### config.mk
export PLATFORM = sky130hd
export DESIGN_NAME = smb_alert_router
export DESIGN_NICKNAME = d
export VERILOG_FILES = /design/src/rtl/smb_alert_pkg.sv /design/src/rtl/smb_alert_sync.sv /design/src/rtl/smb_alert_route.sv /design/src/rtl/smb_alert_router.sv
export SDC_FILE = /design/constraint.sdc
export NUM_CORES = 1
export LEC_CHECK = 0
export BUFFER_PORTS_ARGS = -buffer_cell sky130_fd_sc_hd__buf_2
export CAP_MARGIN = 5
export CORE_AREA = 2 2 39 41
export CTS_BUF_LIST = sky130_fd_sc_hd__clkbuf_4 sky130_fd_sc_hd__clkbuf_8
export DETAILED_ROUTE_END_ITERATION = 10
export DIE_AREA = 0 0 41 43
export PLACE_DENSITY_LB_ADDON = 0.08
export SYNTH_ARGS = -nofsm -noshare
export SYNTH_HDL_FRONTEND = slang
export SYNTH_HIERARCHICAL = 1
export SYNTH_SLANG_ARGS = --single-unit
### constraint.sdc
create_clock -name clk_i -period 2.5 [get_ports clk_i]
set_input_delay 0.5 -clock clk_i [delete_from_list [all_inputs] [get_ports clk_i]]
set_output_delay 0.5 -clock clk_i [all_outputs]
set_load 0.05 [all_outputs]
### src/rtl/smb_alert_pkg.sv
package smb_alert_pkg;
  localparam int unsigned SLEEP_W = 3;
  typedef logic [SLEEP_W-1:0] sleep_t;

  typedef struct packed {
    logic irq;
    logic smi;
    logic wake;
  } alert_out_t;

  localparam alert_out_t ALERT_IDLE = '{irq: 1'b0, smi: 1'b0, wake: 1'b0};

  function automatic logic sleep_in_range(sleep_t s, sleep_t lo, sleep_t hi);
    return (s >= lo) && (s <= hi);
  endfunction
endpackage

### src/rtl/smb_alert_sync.sv
module smb_alert_sync #(
  parameter int unsigned STAGES  = 2,
  parameter logic        RST_VAL = 1'b1
) (
  input  logic clk_i,
  input  logic rst_ni,
  input  logic d_i,
  output logic q_o
);
  logic [STAGES-1:0] chain_q;

  for (genvar g = 0; g < STAGES; g++) begin : g_stage
    if (g == 0) begin : g_first
      always_ff @(posedge clk_i or negedge rst_ni) begin
        if (!rst_ni) chain_q[g] <= RST_VAL;
        else         chain_q[g] <= d_i;
      end
    end else begin : g_next
      always_ff @(posedge clk_i or negedge rst_ni) begin
        if (!rst_ni) chain_q[g] <= RST_VAL;
        else         chain_q[g] <= chain_q[g-1];
      end
    end
  end

  assign q_o = chain_q[STAGES-1];
endmodule

### src/rtl/smb_alert_route.sv
module smb_alert_route
  import smb_alert_pkg::*;
#(
  parameter sleep_t WAKE_LO = 3'd1,
  parameter sleep_t WAKE_HI = 3'd4
) (
  input  logic       active_i,
  input  logic       gpio_sel_i,
  input  logic       smi_en_i,
  input  sleep_t     sleep_i,
  output alert_out_t route_o
);
  logic live;

  assign live = active_i && !gpio_sel_i;

  always_comb begin
    route_o      = ALERT_IDLE;
    route_o.smi  = live && smi_en_i;
    route_o.irq  = live && !smi_en_i;
    route_o.wake = live && sleep_in_range(sleep_i, WAKE_LO, WAKE_HI);
  end
endmodule

### src/rtl/smb_alert_router.sv
module smb_alert_router
  import smb_alert_pkg::*;
#(
  parameter int unsigned SYNC_STAGES = 2,
  parameter sleep_t      WAKE_LO     = 3'd1,
  parameter sleep_t      WAKE_HI     = 3'd4
) (
  input  logic           clk_i,
  input  logic           rst_ni,
  input  logic           alert_ni,
  input  logic           gpio_sel_i,
  input  logic           smi_en_i,
  input  logic [SLEEP_W-1:0] sleep_i,
  output logic           irq_o,
  output logic           smi_o,
  output logic           wake_o
);
  logic       alert_sync_n;
  alert_out_t route_d, route_q;

  smb_alert_sync #(.STAGES(SYNC_STAGES), .RST_VAL(1'b1)) u_sync (
    .clk_i  (clk_i),
    .rst_ni (rst_ni),
    .d_i    (alert_ni),
    .q_o    (alert_sync_n)
  );

  smb_alert_route #(.WAKE_LO(WAKE_LO), .WAKE_HI(WAKE_HI)) u_route (
    .active_i   (!alert_sync_n),
    .gpio_sel_i (gpio_sel_i),
    .smi_en_i   (smi_en_i),
    .sleep_i    (sleep_i),
    .route_o    (route_d)
  );

  always_ff @(posedge clk_i or negedge rst_ni) begin
    if (!rst_ni) route_q <= ALERT_IDLE;
    else         route_q <= route_d;
  end

  assign irq_o  = route_q.irq;
  assign smi_o  = route_q.smi;
  assign wake_o = route_q.wake;
endmodule

== Word-level counts from Yosys, hierarchy flattened ==
Cells that the tools add are included.
Cells by class
  reductions and logical operators: 8
  magnitude comparators: 2
Operators with widths (number)
  logical AND 1 bit: 5
  >= comparator 3 x 1 -> 1 bit, second input constant: 1
  <= comparator 3 bit, second input constant: 1
  zero test 1 bit: 3
Word-level totals
  register bits after elaboration: 5
  bits of input ports: 8
  logic and storage cells: 15

== Logic depth before layout (Yosys ltp) ==
Gate-level depths: netlist (run 1).
  depth after elaboration: 3
  gate-level depth with buffers: 2
  depth with buffers taken out: 2

== Hierarchy ==
The synthesis (run 1) kept the hierarchy.
Modules (own cells, without submodules)
  smb_alert_router: sequential area each 75.1 µm², area each 78.8 µm², cells an instance 4, times used 1
  smb_alert_sync: sequential area each 52.6 µm², area each 52.6 µm², cells an instance 2, times used 1
  smb_alert_route: sequential area each 0.0 µm², area each 38.8 µm², cells an instance 5, times used 1

== Worst setup path after synthesis (run 1) ==
No wires, ideal clock.
  path type: reg-to-output
  from: register route_q, in the netlist irq_o
  to: output irq_o
  arrival time: 0.586 ns
  path buffers: 0
  setup slack: 1.414 ns
  stages on the path, launching flop included: 1
  cells stage by stage: dfrtp_1
RTL lines
  from (decl): line smb_alert_router.sv:19  | alert_out_t route_d, route_q;
  from (signal assigned): line smb_alert_router.sv:38  | else route_q <= route_d;
  to (decl): line smb_alert_router.sv:14  | output logic irq_o,
No word-level cell between the ends.

== Worst setup path in the final report (run 1) ==
  from: register route_q, in the netlist wake_o
  to: output wake_o
RTL lines
  to (decl): line smb_alert_router.sv:16  | output logic wake_o
No word-level cell between the ends.

==> results of run 1 <==
-- layout by cell type (no fill, tap or decap) --
cell type	instances
nor3b_1	1
o21ai_0	1
dfrtp_1	3
inv_1	1
nor3_1	1
and3b_1	1
and4bb_2	1
buf_2	10
dfstp_2	2
clkbuf_4	4
-- synth_stat cells, drive strengths merged --
cell type	count
dfstp	2
nor3	1
inv	1
and4bb	1
o21ai	1
dfrtp	3
nor3b	1
and3b	1
-- cell type report --
cell class                 instances  area, um2  share of cell area (%)
sequential                         5        128                    47.2
multi-input combinational          5       38.8                    14.4
tap                               16       20.0                    7.41
timing repair buffer              10       50.0                    18.5
inverter                           1       3.75                    1.39
clock buffer                       4       30.0                    11.1
-- power groups by stage --
stage               Clock [mW]  Combinational [mW]  Sequential (mW)
floorplan                    0             0.00320           0.0954
global placement             0              0.0207           0.0881
detailed placement           0              0.0209           0.0880
CTS                      0.108              0.0209           0.0871
global route             0.115              0.0225           0.0872
finish                   0.103              0.0204           0.0870
-- path summary, 6_finish.rpt --
| check | start | to | slack [ns] | depth (start not counted) |
|---|---|---|---|---|
| setup reg to reg | u_sync/q_o$_DFF_PN1_ | wake_o$_DFF_PN0_ | 1.61 | 2 |
| setup / recovery | wake_o$_DFF_PN0_ | wake_o | 1.20 | 1 |
| min in group clk_i | alert_ni | u_sync/chain_q[0]$_DFF_PN1_ | 0.36 | 1 |
| hold reg to reg | u_sync/chain_q[0]$_DFF_PN1_ | u_sync/q_o$_DFF_PN1_ | 0.36 | 0 |
| hold / removal | rst_ni | wake_o$_DFF_PN0_ | 0.06 | 1 |
| max in group asynchronous | rst_ni | u_sync/q_o$_DFF_PN1_ | 2.23 | 1 |
-- state kept, by name, indices dropped and copies added, names as in the netlist --
register and flops:
u_sync/q_o 1, smi_o 1, wake_o 1, u_sync/chain_q 1, irq_o 1
-- kinds of logic (layout without fill, tap and decap cells) --
group                  after synthesis  after routing  share of synthesized area (%)
flip-flops                           5              5                           75.0
AO/OA/AOI/OAI                        1              1                           2.94
AND/OR/NAND/NOR                      4              4                           19.9
buffers and inverters                1             15                           2.20
-- per-layer routing --
layer,wire [um],GRT usage (%),vias up
met1,138,6.21,52
met3,40,1.57,0
li1,-,-,65
met4,0,12.0,0
met2,158,4.38,7
met5,0,0,-
==> results.cfg, run 1 <==
[die]
num_rows = 14
die_h_um = 43
die_w_um = 41
initial_core_util_pct = 12.3
num_io_pins = 11
die_area_mm2 = 0.00176
core_area_mm2 = 0.00138

[synthesis]
synth_area_leaders = dfrtp_1 44%, dfstp_2 31%, and4bb_2 7.4%
syn_area_um2 = 170
synth_cells = 11
seq_area_frac_synth_pct = 75.0
syn_area_per_cell_um2 = 15.5
synth_seq_cells = 5
synth_area_leader_cell = dfrtp_1
netlist.area_leader.share_pct = 44.1
synth_fp_nets = 19
synth_cell_type_count = 8
ys_warn_count = 6

[drt]
vias = 124
antenna_left = 0
drt-initial-drc-count = 1
viasPerCell = 3.02
wl_um = 337
wl_per_cell_um = 8.22
drc = 0
dr.pass1.iters = 2

[layout]
final_area_um2 = 270
layout-drive-gt1-share_pct = 68.0
diodes = 0
area_growth_pct = 58.8
final_util_pct = 19.5
nNetsFinal = 34
fill_cells = 155
finalNonFillerCells = 41

[place]
place_hpwl_um = 276
dp_slack_ns = 1.36
portBuffers = 10
place_congestion = 0.525
dpl_cell_area_um2 = 240
dp_cells = 37

[clocking]
clk_path_buf_depth = 2
postCtsSetupBuffers = 0
ctsResizeCount = 0
clkTransAtPathRegs_ns = 0.04
cts_buffers = 3
clock_latency_ns = 0.24
cts.sinks = 5
cts_tree = built
cts_hold_buf = 0
h-tree-depth = 1
root_buffer = clkbuf_4

[timing]
fin_tns_setup_ns = 0
worstMarginPinSlew_ns = 0.249
fmax_ghz = 0.767
slew_headroom_pct = 83.5
layout_setup_ws_ns = 1.20
setup_viol = 0
min_period_over_period_pct = 52.2
fin_crit_ns = 1.30
hold_violations = 0
rsz0062_at_grt = false
fin_skew_ns = 0.00315
drv_slew = 0
hold_ws_ns = 0.0619

[global_route]
grtUsageTotal_pct = 5.45
grt_pass1_wl_um = 496
grt_pass1_vias = 134
grt_max_degree = 6
grt_overflow = 0
antenna_found_initial = 0

[setup_path]
start_kind = register
critPathBufInv = 1
path_cells = buf_2
crit_arrival_ns = 0.80
cp_slowest_stage_delay_ns = 0.31
slowest_stage = dfrtp_1
crit_family = flip-flops
cp.required_ns = 2.00
end_kind = output pin
path_class = register to output pin
worst-path-max-fanout = 1

[power]
switching_share_pct = 21.8
vdd.ir_drop.worst_mv = 0.134
pwr-share-comb_pct = 9.7
internal-power_uw = 165
p_leak_nw = 0.142
seqPwrFrac_pct = 41.3
power.density_mw_per_mm2 = 779
clockPowerShare_pct = 49.0
power.switching_uw = 45.8
finalPower_uw = 211

[flow_run]
drv_cap = 0

[hold_path]
holdCritPathClass = primary input to asynchronous set/reset pin

[outcome]
status = finished, final reports clean
Note: power is estimated with default switching activity, not from simulation.
==> inputs of run 2 (changes only) <==
==> constraint.sdc (replaced) <==
create_clock -name clk_i -period 1.1 [get_ports clk_i]
set_input_delay 0.22 -clock clk_i [delete_from_list [all_inputs] [get_ports clk_i]]
set_output_delay 0.22 -clock clk_i [all_outputs]
set_load 0.05 [all_outputs]
==> results.cfg, run 2 (synthesis results as in run 1) <==
[drt]
dr.pass1.iters = 1
wl_um = 321
drc = 0
wl_per_cell_um = 7.64
vias = 128
antenna_left = 0
viasPerCell = 3.05
drt-initial-drc-count = 0

[global_route]
grt_pass1_wl_um = 517
grt_max_degree = 6
grt_pass1_vias = 137
antenna_found_initial = 0
grtUsageTotal_pct = 5.14
grt_overflow = 0

[layout]
multiInputGateArea_um2 = 38.8
fill_cells = 160
finalNonFillerCells = 42
final_area_um2 = 280
layout_common_cells = 10 x buf_2, 4 x clkbuf_4, 3 x dfrtp_1
layout-drive-gt1-share_pct = 65.4
layout.cells.most_common = buf_2
diodes = 0
area_growth_pct = 64.7
nNetsFinal = 35
area.sequential_um2 = 128

[place]
portBuffers = 10
dp_cells = 37
place_hpwl_um = 262
dpl_cell_area_um2 = 240
place_congestion = 0.566

[timing]
min_period_over_period_pct = 92.4
fin_skew_ns = 0.00393
fin_crit_ns = 1.02
drv_slew = 0
worstMarginPinSlew_ns = 0.248
fin_tns_setup_ns = 0
setup_viol = 0
fmax_ghz = 0.984
hold_violations = 0
rsz0062_at_grt = false
slew_headroom_pct = 83.6

[power]
p_leak_nw = 0.146
power.density_mw_per_mm2 = 1700
vdd.ir_drop.worst_mv = 0.388

[die]
num_rows = 14
die_w_um = 41
die_area_mm2 = 0.00176
num_io_pins = 11
die_h_um = 43
initial_core_util_pct = 12.3
core_area_mm2 = 0.00138

[clocking]
postCtsSetupBuffers = 0
h-tree-depth = 1
clkTransAtPathRegs_ns = 0.04
root_buffer = clkbuf_4
cts_buffers = 3
cts_tree = built
clock_latency_ns = 0.24
clk_path_buf_depth = 2
cts.sinks = 5

[hold_path]
worstHoldStart = alert_ni
holdCritPathClass = primary input to register
hold_end = u_sync/chain_q[0]$_DFF_PN1_
hold_depth = 1

[setup_path]
slowest_stage = dfrtp_1
cp.required_ns = 0.88
worst-path-max-fanout = 1
crit_family = flip-flops
r2r_cells = 2
path_cells = buf_2
crit_arrival_ns = 0.80
critPathBufInv = 1
path_class = register to output pin
end_kind = output pin
r2r-end = wake_o$_DFF_PN0_
r2r_start = u_sync/q_o$_DFF_PN1_
r2r_slack_ns = 0.20
start_kind = register
cp_slowest_stage_delay_ns = 0.31

[outcome]
status = finished, final reports clean

[flow_run]
drv_cap = 0
run 2: cell count changes in the layout (fill, tap and decap cells not counted):
| cell | delta |
|---|---|
| dlygate4sd3_1 | +1 |
run 2: repair_timing:
action	in CTS	in global routing
endpoints found under the hold margin	5	0
resized for setup	0	0
hold buffers	1	0
run 2: power breakdown:
| part | switching (mW) | internal [mW] | total (mW) | leakage (nW) |
|---|---|---|---|---|
| registers | 0.00205 | 0.196 | 0.198 | 0.0613 |
| clock network | 0.0681 | 0.161 | 0.229 | 0.0184 |
| logic | 0.0297 | 0.0195 | 0.0492 | 0.0666 |
run 2: layout make-up:
class | count | share of cell area, %
clock buffers | 4 | 10.7
inverters | 1 | 1.34
multi-input cells | 5 | 13.8
flip-flops and latches | 5 | 45.5
well taps | 16 | 7.14
repair buffers | 11 | 21.4
run 2: metal layers:
metal | vias to the layer above | share of wire [%] | GRT usage [%] | wire (um)
li1 | 67 | - | - | -
met1 | 54 | 45 | 5.54 | 143
met2 | 7 | 46 | 5.00 | 147
met3 | 0 | 9.3 | 1.57 | 30
met4 | 0 | 0 | 10.0 | 0
met5 | - | 0 | 0 | 0
run 2: worst max-delay path by stage:
stage | end | start | depth (start not counted) | slack, ns
2_1_floorplan | wake_o$_DFF_PN0_ | u_sync/q_o$_DFF_PN1_ | 2 | 0.24
3_3_place_gp | wake_o$_DFF_PN0_ | u_sync/q_o$_DFF_PN1_ | 2 | 0.20
3_5_place_dp | wake_o$_DFF_PN0_ | u_sync/q_o$_DFF_PN1_ | 2 | 0.21
4_1_cts | irq_o | irq_o$_DFF_PN0_ | 1 | 0.07
5_1_grt | smi_o | smi_o$_DFF_PN0_ | 1 | 0.05
6_report | smi_o | smi_o$_DFF_PN0_ | 1 | 0.08
run 2: per-stage QoR:
stage / worst slack (ns) / total power, mW / hold slack (ns) / util (%)
global placement: 0.201 / 0.247 / 0.0374 / 17.4
global route: 0.0472 / 0.510 / 0.0694 / 20.3
finish: 0.0836 / 0.476 / 0.0853 / 20.3
floorplan: 0.245 / 0.224 / -0.0756 / -
CTS: 0.0699 / 0.488 / 0.0777 / 20.3
detailed placement: 0.214 / 0.247 / 0.0369 / 17.4
